### config.mk
export PLATFORM = sky130hd
export DESIGN_NAME = adc_rdout_ctrl
export DESIGN_NICKNAME = d
export VERILOG_FILES = /design/src/rtl/adc_rdout_pkg.sv /design/src/rtl/adc_sclk_div.sv /design/src/rtl/adc_frame_shift.sv /design/src/rtl/adc_rdout_ctrl.sv
export SDC_FILE = /design/constraint.sdc
export NUM_CORES = 1
export LEC_CHECK = 0
export ABC_AREA = 1
export CORE_ASPECT_RATIO = 0.6
export CORE_MARGIN = 3
export CORE_UTILIZATION = 62
export CTS_CLUSTER_DIAMETER = 30
export DETAILED_ROUTE_END_ITERATION = 7
export DONT_BUFFER_PORTS = 1
export GPL_TIMING_DRIVEN = 1
export PLACE_DENSITY = 0.78
export SYNTH_ARGS = -nofsm -noshare
export SYNTH_HDL_FRONTEND = slang
export SYNTH_SLANG_ARGS = --single-unit
### constraint.sdc
create_clock -name clk -period 1.9 [get_ports clk]
set_clock_uncertainty 0.1 [all_clocks]
set_input_delay 0.38 -clock clk [delete_from_list [all_inputs] [get_ports clk]]
set_output_delay 0.38 -clock clk [all_outputs]
set_load 0.02 [all_outputs]
### src/rtl/adc_rdout_pkg.sv
package adc_rdout_pkg;

    localparam int unsigned SCLK_MAX_HZ = 28_800_000;

    typedef enum logic [1:0] {
        ST_IDLE,
        ST_LEAD,
        ST_SHIFT,
        ST_RECOVER
    } rd_state_e;

    // smallest half period (in system cycles) keeping the serial clock legal
    function automatic int unsigned min_half(input int unsigned sys_hz);
        return (sys_hz + 2 * SCLK_MAX_HZ - 1) / (2 * SCLK_MAX_HZ);
    endfunction

endpackage

### src/rtl/adc_sclk_div.sv
module adc_sclk_div #(
    parameter int unsigned HALF = 2
) (
    input  logic clk,
    input  logic rst_n,
    input  logic en_i,
    output logic tick_o
);
    localparam int unsigned CW = $clog2(HALF + 1);

    logic [CW-1:0] cnt;
    logic          at_end;

    assign at_end = (cnt == CW'(HALF - 1));
    assign tick_o = en_i && at_end;

    always_ff @(posedge clk or negedge rst_n) begin
        if (!rst_n) begin
            cnt <= '0;
        end else if (!en_i || at_end) begin
            cnt <= '0;
        end else begin
            cnt <= cnt + 1'b1;
        end
    end

endmodule

### src/rtl/adc_frame_shift.sv
module adc_frame_shift #(
    parameter int unsigned FRAME_BITS = 16,
    parameter int unsigned RES_BITS   = 10,
    parameter int unsigned MSB_OFFSET = 4,
    parameter int unsigned VAL_W      = 16,
    parameter bit          BIPOLAR    = 1'b1,
    localparam int unsigned IW        = $clog2(FRAME_BITS + 1)
) (
    input  logic                clk,
    input  logic                rst_n,
    input  logic                cap_i,
    input  logic [IW-1:0]       idx_i,
    input  logic                bit_i,
    input  logic                load_i,
    output logic [RES_BITS-1:0] code_o,
    output logic [VAL_W-1:0]    value_o
);
    localparam int unsigned EXT_W = VAL_W - RES_BITS;

    logic [RES_BITS-1:0] sh;
    logic [RES_BITS-1:0] code_q;
    logic                in_window;

    assign in_window = (int'(idx_i) >= int'(MSB_OFFSET)) &&
                       (int'(idx_i) <  int'(MSB_OFFSET + RES_BITS));

    always_ff @(posedge clk or negedge rst_n) begin
        if (!rst_n) begin
            sh     <= '0;
            code_q <= '0;
        end else begin
            if (cap_i && in_window) begin
                sh <= {sh[RES_BITS-2:0], bit_i};
            end
            if (load_i) begin
                code_q <= sh;
            end
        end
    end

    assign code_o = code_q;

    generate
        if (BIPOLAR) begin : g_twos
            assign value_o = {{EXT_W{code_q[RES_BITS-1]}}, code_q};
        end else begin : g_binary
            assign value_o = {{EXT_W{1'b0}}, code_q};
        end
    endgenerate

endmodule

### src/rtl/adc_rdout_ctrl.sv
module adc_rdout_ctrl
    import adc_rdout_pkg::*;
#(
    parameter int unsigned SYS_CLK_HZ = 50_000_000,
    parameter int unsigned SCLK_HALF  = 2,
    parameter int unsigned FRAME_BITS = 16,
    parameter int unsigned RES_BITS   = 10,
    parameter int unsigned MSB_OFFSET = 4,
    parameter int unsigned VAL_W      = 16,
    parameter bit          BIPOLAR    = 1'b1
) (
    input  logic                clk,
    input  logic                rst_n,
    input  logic                start_i,
    input  logic                continuous_i,
    input  logic                sdata_i,
    output logic                cnvst_o,
    output logic                sclk_o,
    output logic                busy_o,
    output logic                done_o,
    output logic [RES_BITS-1:0] code_o,
    output logic [VAL_W-1:0]    value_o
);
    localparam int unsigned MIN_HALF = min_half(SYS_CLK_HZ);
    localparam int unsigned HALF_EFF = (SCLK_HALF < MIN_HALF) ? MIN_HALF : SCLK_HALF;
    localparam int unsigned CNT_W    = $clog2(FRAME_BITS + 1);

    rd_state_e        state, nxt;
    logic             tick;
    logic [CNT_W-1:0] fall_cnt;
    logic [1:0]       rec_cnt;
    logic             cnvst_q, sclk_q, cont_q;
    logic             done_pend, done_q;
    logic             fall_ev, last_fall, mark_fall;

    adc_sclk_div #(.HALF(HALF_EFF)) u_div (
        .clk    (clk),
        .rst_n  (rst_n),
        .en_i   (state != ST_IDLE),
        .tick_o (tick)
    );

    assign fall_ev   = tick && (state == ST_SHIFT) && sclk_q;
    assign last_fall = fall_ev && (fall_cnt == CNT_W'(FRAME_BITS - 1));
    assign mark_fall = fall_ev && (fall_cnt == CNT_W'(FRAME_BITS - 3));

    // state register
    always_ff @(posedge clk or negedge rst_n) begin
        if (!rst_n) state <= ST_IDLE;
        else        state <= nxt;
    end

    always_comb begin
        nxt = state;
        unique case (state)
            ST_IDLE:    if (start_i) nxt = ST_LEAD;
            ST_LEAD:    if (tick) nxt = ST_SHIFT;
            ST_SHIFT:   if (last_fall) nxt = cont_q ? ST_LEAD : ST_RECOVER;
            ST_RECOVER: if (tick && rec_cnt == 2'd2) nxt = ST_IDLE;
        endcase
    end

    // outputs and counters
    always_ff @(posedge clk or negedge rst_n) begin
        if (!rst_n) begin
            cnvst_q   <= 1'b1;
            sclk_q    <= 1'b0;
            fall_cnt  <= '0;
            rec_cnt   <= '0;
            cont_q    <= 1'b0;
            done_pend <= 1'b0;
            done_q    <= 1'b0;
        end else begin
            done_pend <= last_fall;
            done_q    <= done_pend;
            unique case (state)
                ST_IDLE: begin
                    if (start_i) begin
                        cnvst_q  <= 1'b0;
                        fall_cnt <= '0;
                        rec_cnt  <= '0;
                    end
                end
                ST_LEAD: begin
                    if (tick) sclk_q <= 1'b1;
                end
                ST_SHIFT: begin
                    if (tick) sclk_q <= !sclk_q;
                    if (fall_ev) fall_cnt <= fall_cnt + 1'b1;
                    if (mark_fall) begin
                        cont_q <= continuous_i;
                        if (continuous_i) cnvst_q <= 1'b1;
                    end
                    if (last_fall && cont_q) begin
                        cnvst_q  <= 1'b0;
                        fall_cnt <= '0;
                    end
                end
                ST_RECOVER: begin
                    if (tick) begin
                        rec_cnt <= rec_cnt + 1'b1;
                        cnvst_q <= 1'b1;
                    end
                end
            endcase
        end
    end

    adc_frame_shift #(
        .FRAME_BITS (FRAME_BITS),
        .RES_BITS   (RES_BITS),
        .MSB_OFFSET (MSB_OFFSET),
        .VAL_W      (VAL_W),
        .BIPOLAR    (BIPOLAR)
    ) u_shift (
        .clk     (clk),
        .rst_n   (rst_n),
        .cap_i   (fall_ev),
        .idx_i   (fall_cnt),
        .bit_i   (sdata_i),
        .load_i  (done_pend),
        .code_o  (code_o),
        .value_o (value_o)
    );

    assign cnvst_o = cnvst_q;
    assign sclk_o  = sclk_q;
    assign busy_o  = (state != ST_IDLE);
    assign done_o  = done_q;


    idle_lines_chk: assert property (@(posedge clk) disable iff (!rst_n)
        (state == ST_IDLE) |-> (cnvst_q && !sclk_q));


    sclk_on_tick_chk: assert property (@(posedge clk) disable iff (!rst_n)
        (sclk_q != $past(sclk_q)) |-> $past(tick));


    fall_bound_chk: assert property (@(posedge clk) disable iff (!rst_n)
        fall_cnt <= CNT_W'(FRAME_BITS));


    done_pulse_chk: assert property (@(posedge clk) disable iff (!rst_n)
        done_q |=> !done_q);


    done_after_fall_chk: assert property (@(posedge clk) disable iff (!rst_n)
        done_q |-> (!$past(sclk_q) && $past(sclk_q, 2)));


    early_rise_chk: assert property (@(posedge clk) disable iff (!rst_n)
        ($rose(cnvst_q) && $past(state) == ST_SHIFT) |-> (fall_cnt == CNT_W'(FRAME_BITS - 2)));

endmodule

==> flow_summary.json, run 1 <==
{
  "required_ps": 1420,
  "path_buf_inv": 1,
  "synth.most_common_cell": "dfrtp_1",
  "clk_pin_slew_ps": 70,
  "drtPass1Iterations": 5,
  "viasPerCell": 5.00,
  "io_buffer_count": 0,
  "setup_viol": 0,
  "async_flop_share": 1.00,
  "post-route-period-util": 0.913,
  "rsz0062_at_grt": "no",
  "synth_commonest_cells": "35 x dfrtp_1, 34 x nand2_1, 26 x inv_1",
  "cts_buffers": 5,
  "maxSlewHeadroom": 0.539,
  "clock_sinks": 36,
  "regArea_sq_um": 902,
  "p_leak_nw": 0.931,
  "htreeDepth": 2,
  "synth_area_leader_cell": "dfrtp_1",
  "cts_tree": "done",
  "nets": 198,
  "root_buffer": "clkbuf_8",
  "maxCapViolCount": 0,
  "gp_congestion": 0.829,
  "antenna_cells": 0,
  "rows": 14,
  "min_from": "sdata_i",
  "synth.distinct_cells": 28,
  "cp_data_arrival_time_ps": 1260,
  "drc": 0,
  "first_global_vias": 1057,
  "worst_slew_pin_slew_ps": 688,
  "path_class": "reg2out",
  "area_growth_pct": 2.12,
  "regToRegStartpoint": "u_div.cnt[1]",
  "yosys_register_bits": 36,
  "critical_path.max_fanout": 6,
  "grt_pass1_wl_um": 4880,
  "fillers": 204,
  "yosys_warnings": 0,
  "critPathCaptureType": "output port",
  "overflow": 0,
  "fin_setup_tns_ps": 0,
  "initial_utilization": 0.690,
  "cp_slowest_cell": "dfrtp_1",
  "status": "finished, final reports clean",
  "worstSetupStartpointType": "register",
  "r2r_end": "u_shift.sh[0]",
  "final_area_sq_um": 1860,
  "dieArea_sq_um": 3650,
  "fp.dieW_um": 76.1,
  "io_pins": 35,
  "die_h_um": 48.0,
  "postSynthCellCount": 196,
  "slew_viol_final": 0,
  "clk_path_buf_depth": 2,
  "clock.fmax_ghz": 0.576,
  "hold_viol": 0,
  "dpl.hpwl_um": 2150,
  "worstSkewPairLatency_ps": 280,
  "grt_start_max_net_pins": 37,
  "postPlaceCellArea_sq_um": 1740,
  "crit_path_cell_trace": "nor2_1 > inv_1",
  "netlist_area_sq_um": 1830,
  "wl_um": 2970,
  "hp-class": "in2reg",
  "ys_seq_area_frac": 0.494,
  "vias": 1141,
  "postCtsSetupRepairBufs": 0,
  "grt_usage": 0.180,
  "whs_endpoint": "u_shift.sh[0]",
  "synth_nets": 207,
  "antenna_found_initial": 0,
  "fin_crit_ps": 1740,
  "yosys_most_used_dff": "dfrtp_1",
  "cp_top_family": "flip-flops",
  "reg2reg_depth": 7,
  "drive_gt1_frac": 0.197,
  "power_density_nw_per_um2": 1300,
  "holdPathStages": 2,
  "core_sq_um": 2650,
  "ir_worst_vdd_uv": 624,
  "synth_top_area_share": 0.480,
  "wire_per_inst_um": 13.0,
  "drt_iter0_markers": 105,
  "synth.area.top_cells": "dfrtp_1 48%, nand2_1 7.0%, buf_4 6.6%",
  "ant_nets": 0,
  "synth_edf_count": 0,
  "regToRegSetupSlack_ps": 200,
  "syn_avg_cell_area_sq_um": 9.31,
  "worst_path_largest_cell_delay_ps": 460,
  "multiInputGateArea_sq_um": 673
}
[state kept, by name (all words and copies together), names as in the netlist]
register        cells
cnvst_o             1
cont_q              1
done_o              1
done_pend           1
fall_cnt            5
rec_cnt             2
sclk_o              1
state               2
u_div.cnt           2
u_shift.code_o     10
u_shift.sh         10
[routing by layer]
layer	track usage	wire, um	vias up
li1	-	-	581
met1	0.234	1380	523
met2	0.294	1360	35
met3	0.0695	220	2
met4	0.0433	8	0
met5	0	0	-
[report_power, final]
group	internal [mW]	switching, mW
clock network	0.289	0.262
registers	0.916	0.140
logic	0.264	0.559
total	1.47	0.961
[cell usage in the layout (no fill, tap or decap)]
cell type,instances
o21ai_4,1
buf_12,1
nor2_8,1
nand3_1,12
xor2_1,1
nor2_2,3
o21ai_0,3
o21ai_2,7
o22ai_1,1
inv_1,26
o211ai_4,1
ha_2,1
o21ai_1,1
dfstp_2,1
clkbuf_8,6
a21oi_2,3
ha_1,5
dfrtp_1,35
mux2_2,3
nor3_1,3
or2_1,1
a21oi_1,11
nand2_1,34
nor2_1,17
dlygate4sd3_1,1
clkinv_2,2
buf_4,2
nand2_4,2
inv_2,1
nand2_2,2
[worst reg2reg max path: stages, from the launching register on]
cell	delay [ps]
dfrtp_1	380
inv_1	60
ha_2	250
nand2_4	120
nor2_8	160
o211ai_4	250
nor2_2	190
a21oi_2	50
[how the worst max path moves through the flow]
stage / start / slack, ps / depth (start not counted) / end
2_1_floorplan: u_div.cnt[1] / 400 / 8 / u_shift.sh[6]
3_3_place_gp: u_div.cnt[1] / 240 / 7 / u_shift.sh[8]
3_5_place_dp: u_div.cnt[1] / 140 / 7 / u_shift.sh[0]
4_1_cts: u_div.cnt[1] / 130 / 7 / u_shift.sh[0]
5_1_grt: fall_cnt[0] / 40 / 9 / fall_cnt[2]
6_report: state[0] / 160 / 2 / busy_o
[cell type report]
cell class | count | area share
flip-flops and latches | 36 | 0.484
multi-input cells | 113 | 0.361
repair buffers | 4 | 0.0242
clock inverters | 2 | 0.00537
well taps | 40 | 0.0268
clock buffers | 6 | 0.0443
inverters | 27 | 0.0544
[kinds of logic after synthesis]
kind of cell / Yosys count / share of synthesized area
compound gates: 28 / 0.113
xor+xnor: 1 / 0.00480
flops: 36 / 0.494
fa+ha+maj: 6 / 0.0411
mux: 3 / 0.0185
buf+inv: 47 / 0.138
simple gates: 75 / 0.190
[stage by stage]
step	hold slack, ps	instances	total power, mW	worst slack (ps)	util
6_report	172	228	2.43	165	0.705
5_1_grt	172	228	2.62	42.2	0.705
3_5_place_dp	-14.6	218	1.86	143	0.658
2_1_floorplan	-15.6	196	1.69	399	-
3_3_place_gp	-14.6	218	1.81	243	0.658
4_1_cts	168	228	2.44	125	0.704
[repair_timing]
item / CTS / global route
endpoints found under the setup margin: 0 / 3
endpoints found under the hold margin: 36 / 0
hold buffers: 2 / 0
gates resized for setup: 0 / 1
No activity file was read; power rests on OpenSTA's default activity.
==> inputs of run 2 (changes only) <==
Settings changed: ABC_AREA 1 to default, BUFFER_PORTS_ARGS from default to -buffer_cell sky130_fd_sc_hd__buf_2, CORE_UTILIZATION 62 to 54, DONT_BUFFER_PORTS 1 to default.
==> run 2 against run 1 <==
- maximum frequency is 5.2% lower
- critical path type is now reg2reg
- area after synthesis is 3.2% lower
- total power is 8.4% lower
- non-clock buffer count is 41 higher
- setup slack worse by 95 ps
- routed wire length is 20% higher
==> flow_summary.json, run 2 <==
{
  "required_ps": 2000,
  "cts_tree": "done",
  "io_buffer_count": 34,
  "antenna_found_initial": 0,
  "worst_slew_pin_slew_ps": 482,
  "cts_buffers": 5,
  "ir_worst_vdd_uv": 989,
  "rows": 15,
  "ys_seq_area_frac": 0.510,
  "clk_path_buf_depth": 2,
  "cp_data_arrival_time_ps": 1930,
  "synth.most_common_cell": "dfrtp_1",
  "switchingPower_mw": 0.780,
  "initial_utilization": 0.589,
  "total_power_mw": 2.23,
  "fillers": 215,
  "vias": 1221,
  "dpl.hpwl_um": 2480,
  "dieArea_sq_um": 4020,
  "antenna_cells": 0,
  "slew_viol_final": 0,
  "nets": 193,
  "clockPowerShare": 0.250,
  "clock.fmax_ghz": 0.546,
  "wire_per_inst_um": 15.9,
  "viasPerCell": 5.43,
  "drc": 0,
  "synth_top_area_share": 0.495,
  "postSynthCellCount": 154,
  "clk_pin_slew_ps": 70,
  "syn_avg_cell_area_sq_um": 11.5,
  "core_sq_um": 3000,
  "yosys_most_used_dff": "dfrtp_1",
  "synth_nets": 165,
  "synth_commonest_cells": "35 x dfrtp_1, 18 x mux2_2, 17 x buf_4",
  "hold_viol": 0,
  "power_frac_comb": 0.319,
  "post-route-period-util": 0.963,
  "maxSlewHeadroom": 0.679,
  "ant_nets": 0,
  "drive_gt1_frac": 0.443,
  "maxCapViolCount": 0,
  "grt_usage": 0.185,
  "setup_slack_ps": 70.1,
  "hp-class": "in2async",
  "status": "finished, final reports clean",
  "clock_sinks": 36,
  "path_class": "reg2reg",
  "die_h_um": 50.3,
  "hold_buffers": 0,
  "fin_setup_tns_ps": 0,
  "power_density_nw_per_um2": 1090,
  "p_leak_nw": 1.04,
  "area_growth_pct": 15.9,
  "regArea_sq_um": 905,
  "fin_crit_ps": 1830,
  "yosys_warnings": 0,
  "gp_congestion": 0.865,
  "layout_commonest_cell": "buf_2",
  "worstSkewPairLatency_ps": 280,
  "htreeDepth": 2,
  "grt_start_max_net_pins": 37,
  "netlist_area_sq_um": 1770,
  "drtPass1Iterations": 5,
  "fp.dieW_um": 79.9,
  "async_flop_share": 1.00,
  "root_buffer": "clkbuf_8",
  "synth.distinct_cells": 38,
  "wl_um": 3580,
  "final_cell_mix": "34 x buf_2, 33 x dfrtp_1, 18 x mux2_2",
  "first_global_vias": 1139,
  "io_pins": 35,
  "worstSetupStartpointType": "register",
  "p_int_mw": 1.45,
  "synth_edf_count": 0,
  "critical_path.max_fanout": 5,
  "grt_pass1_wl_um": 5690,
  "yosys_register_bits": 36,
  "power_switching_share": 0.350,
  "place_ws_ps": 55.7,
  "p_seq_frac": 0.431,
  "setup_viol": 0,
  "critPathCaptureType": "register",
  "synth.area.top_cells": "dfrtp_1 50%, mux2_2 11%, buf_4 7.2%",
  "multiInputGateArea_sq_um": 703,
  "drt_iter0_markers": 133,
  "overflow": 0,
  "synth_area_leader_cell": "dfrtp_1"
}
==> run 2: cell families after synthesis <==
family,Yosys count,synth area share
buffers and inverters,32,0.109
and+or+nand+nor,37,0.120
DFF,36,0.510
muxes,20,0.127
adders and majority gates,6,0.0425
AOI/OAI and AO/OA,23,0.0913
==> run 2: worst paths after layout <==
kind / from / to / slack [ps] / cells past startpoint
setup / recovery: fall_cnt[1] / fall_cnt[0] / 70 / 6
hold / removal: rst_n / u_shift.code_o[3] / 30 / 2
setup reg to reg: fall_cnt[1] / fall_cnt[0] / 70 / 6
hold reg to reg: u_div.cnt[0] / u_div.cnt[0] / 350 / 1
max in group asynchronous: rst_n / cnvst_o / 1330 / 2
min in group clk: sdata_i / u_shift.sh[0] / 220 / 2
==> run 2: what timing repair did <==
item	CTS	global route
setup buffers	0	3
resized for setup	0	8
endpoints found under the setup margin	0	6
==> run 2: layer usage <==
| layer | vias up | GRT usage | routed length [um] |
|---|---|---|---|
| li1 | 586 | - | - |
| met1 | 588 | 0.271 | 1680 |
| met2 | 42 | 0.271 | 1670 |
| met3 | 5 | 0.0556 | 217 |
| met4 | 0 | 0.0421 | 20 |
| met5 | - | 0 | 0 |
==> run 2: worst max-delay path, cell delays in order (launching register included) <==
cell	delay, ps
dfrtp_2	440
ha_1	220
and3_1	190
ha_1	200
nand4_1	160
nand4b_1	230
o21ai_1	200
==> run 2: per-stage QoR <==
step	hold WS [ps]	cell area (sq um)	std cells	util
floorplan	-15.6	1770	154	-
global placement	330	1900	214	0.633
detailed placement	338	1900	214	0.633
CTS	34.9	1990	222	0.664
global route	57.5	2050	225	0.682
finish	25.6	2050	225	0.682
==> run 2: final cells by class <==
type | instances | share of cell area
clock buffers | 6 | 0.0403
clock inverters | 2 | 0.00489
inverters | 8 | 0.0147
multi-input cells | 86 | 0.343
flip-flops and latches | 36 | 0.442
well taps | 42 | 0.0257
repair buffers | 45 | 0.130
==> run 2: power groups by stage <==
stage | Clock [mW] | Sequential [mW] | Combinational (mW)
after CTS | 0.562 | 0.949 | 0.671
after detailed placement | 0 | 0.962 | 0.665
after global placement | 0 | 0.954 | 0.614
final | 0.556 | 0.959 | 0.711
after floorplan | 0 | 0.987 | 0.402
after global routing | 0.608 | 0.969 | 0.777
==> inputs of run 3 (changes only) <==
==> constraint.sdc (replaced) <==
create_clock -name clk -period 1.9 [get_ports clk]
set_clock_uncertainty 0.1 [all_clocks]
set_input_delay 0.285 -clock clk [delete_from_list [all_inputs] [get_ports clk]]
set_output_delay 0.285 -clock clk [all_outputs]
set_load 0.02 [all_outputs]
==> run 3 against run 2 <==
- setup slack improved by 10 ps
- first-iteration DRC count fell by 2.3%
- routed wire length fell by 3.1%
- clock power is 67% higher
- cell area grew 2.4%
- combinational power is 3.8% lower
- die area is the same
- cell count is 0.89% lower
- global-route usage up 0.31 points
==> flow_summary.json, run 3 (same netlist as run 2, synthesis figures left out) <==
{
  "root_buffer": "clkbuf_8",
  "min_from": "sdata_i",
  "required_ps": 1970,
  "p_int_mw": 1.80,
  "drc": 0,
  "ir_worst_vdd_uv": 829,
  "clockPowerShare": 0.363,
  "clk_path_buf_depth": 2,
  "holdWs_ps": 122,
  "grt_start_max_net_pins": 37,
  "critPathCaptureType": "register",
  "fp.dieW_um": 79.9,
  "place_ws_ps": 75.6,
  "status": "finished, final reports clean",
  "grt_pass1_wl_um": 5780,
  "die_h_um": 50.3,
  "worst_slew_pin_slew_ps": 773,
  "drive_gt1_frac": 0.425,
  "setup_slack_ps": 80.1,
  "gp_congestion": 0.866,
  "power_frac_comb": 0.267,
  "wl_um": 3470,
  "setup_viol": 0,
  "maxCapViolCount": 0,
  "final_cell_mix": "34 x dfrtp_1, 34 x buf_2, 18 x mux2_2",
  "whs_endpoint": "u_shift.sh[0]",
  "path_class": "reg2reg",
  "hp-class": "in2reg",
  "first_global_vias": 1173,
  "power_switching_share": 0.297,
  "finalNonFillerCells": 223,
  "worstSetupStartpointType": "register",
  "holdPathStages": 2,
  "regToRegStartpoint": "u_div.cnt[1]",
  "dp_cells": 213,
  "core_sq_um": 3000,
  "postPlaceCellArea_sq_um": 1890,
  "viasPerCell": 5.57,
  "rows": 15,
  "htreeDepth": 2,
  "wire_per_inst_um": 15.6,
  "cts_buffers": 5,
  "post-route-period-util": 0.958,
  "critical_path.max_fanout": 10,
  "initial_utilization": 0.589,
  "hold_viol": 0,
  "area_growth_pct": 18.6,
  "vias": 1241,
  "regToRegSetupSlack_ps": 80,
  "antenna_found_initial": 0,
  "p_leak_nw": 1.05,
  "grt_usage": 0.188,
  "fillers": 213,
  "final_area_sq_um": 2100,
  "maxSlewHeadroom": 0.484,
  "reg2reg_depth": 6,
  "nets": 191,
  "clk_pin_slew_ps": 70,
  "clock_sinks": 36,
  "power_density_nw_per_um2": 1220,
  "p_seq_frac": 0.371,
  "r2r_end": "u_shift.sh[5]",
  "io_pins": 35,
  "cp_data_arrival_time_ps": 1890,
  "cts_tree": "done",
  "total_power_mw": 2.57,
  "overflow": 0,
  "io_buffer_count": 34,
  "fin_crit_ps": 1820,
  "slew_viol_final": 0,
  "drtPass1Iterations": 4,
  "switchingPower_mw": 0.763,
  "antenna_cells": 0,
  "drt_iter0_markers": 130,
  "clock.fmax_ghz": 0.549,
  "dieArea_sq_um": 4020,
  "dpl.hpwl_um": 2440,
  "worstSkewPairLatency_ps": 290,
  "ant_nets": 0
}
[run 3: cell count changes in the layout (fill, tap and decap cells not counted), sizes merged]
| cell | before | now |
|---|---|---|
| bufinv | 0 | 3 |
| clkinv | 2 | 0 |
| dlygate4sd3 | 0 | 1 |
| buf | 45 | 42 |
| clkbuf | 6 | 5 |
[run 3: power by group through the flow]
| stage | clock [mW] | combinational (mW) | sequential, mW |
|---|---|---|---|
| 6_report | 0.931 | 0.684 | 0.952 |
| 3_5_place_dp | 0 | 0.661 | 0.961 |
| 4_1_cts | 0.945 | 0.664 | 0.946 |
| 5_1_grt | 0.988 | 0.750 | 0.963 |
| 2_1_floorplan | 0 | 0.402 | 0.987 |
| 3_3_place_gp | 0 | 0.612 | 0.954 |
[run 3: area by class of cell]
class / count / area, sq um / share of cell area
Timing Repair Buffer: 43 / 253 / 0.121
Tap cell: 42 / 52.6 / 0.0251
Clock buffer: 5 / 68.8 / 0.0328
Inverter: 8 / 30.0 / 0.0143
Multi-Input combinational cell: 86 / 699 / 0.334
Sequential cell: 36 / 903 / 0.431
Clock inverter: 3 / 90.1 / 0.0430
[run 3: how the worst max path moves through the flow]
stage | from | slack (ps) | endpoint | depth (start not counted)
6_report | u_div.cnt[1] | 80 | u_shift.sh[5] | 6
2_1_floorplan | sclk_o | 160 | u_shift.sh[2] | 5
3_3_place_gp | fall_cnt[1] | 140 | fall_cnt[2] | 6
3_5_place_dp | fall_cnt[1] | 80 | fall_cnt[2] | 6
4_1_cts | fall_cnt[1] | 50 | fall_cnt[2] | 6
5_1_grt | u_div.cnt[1] | -9 | u_shift.sh[1] | 6
[run 3: routing by layer]
metal,vias to the layer above,track usage,part of all wire
met5,-,0,0
met4,0,0.0506,0.0086
met3,5,0.0591,0.063
met2,45,0.302,0.47
met1,610,0.249,0.46
li1,581,-,-
[run 3: worst max-delay path, cell delays in order (launching register included)]
cell,delay [ps]
dfrtp_1,370
inv_1,50
ha_1,160
and4b_1,270
o2111a_1,270
buf_12,150
mux2_2,330
[run 3: per-stage QoR]
stage                     setup TNS, ps  utilization
final                                 0        0.698
after CTS                             0        0.687
after floorplan                       0            -
after global placement                0        0.630
after detailed placement              0        0.630
after global routing              -14.7        0.698
[run 3: timing repair]
item	CTS	global route
hold buffers	1	0
endpoints found under the hold margin	30	0
gates resized for setup	0	7
setup buffers	0	1
setup endpoints to repair	0	4
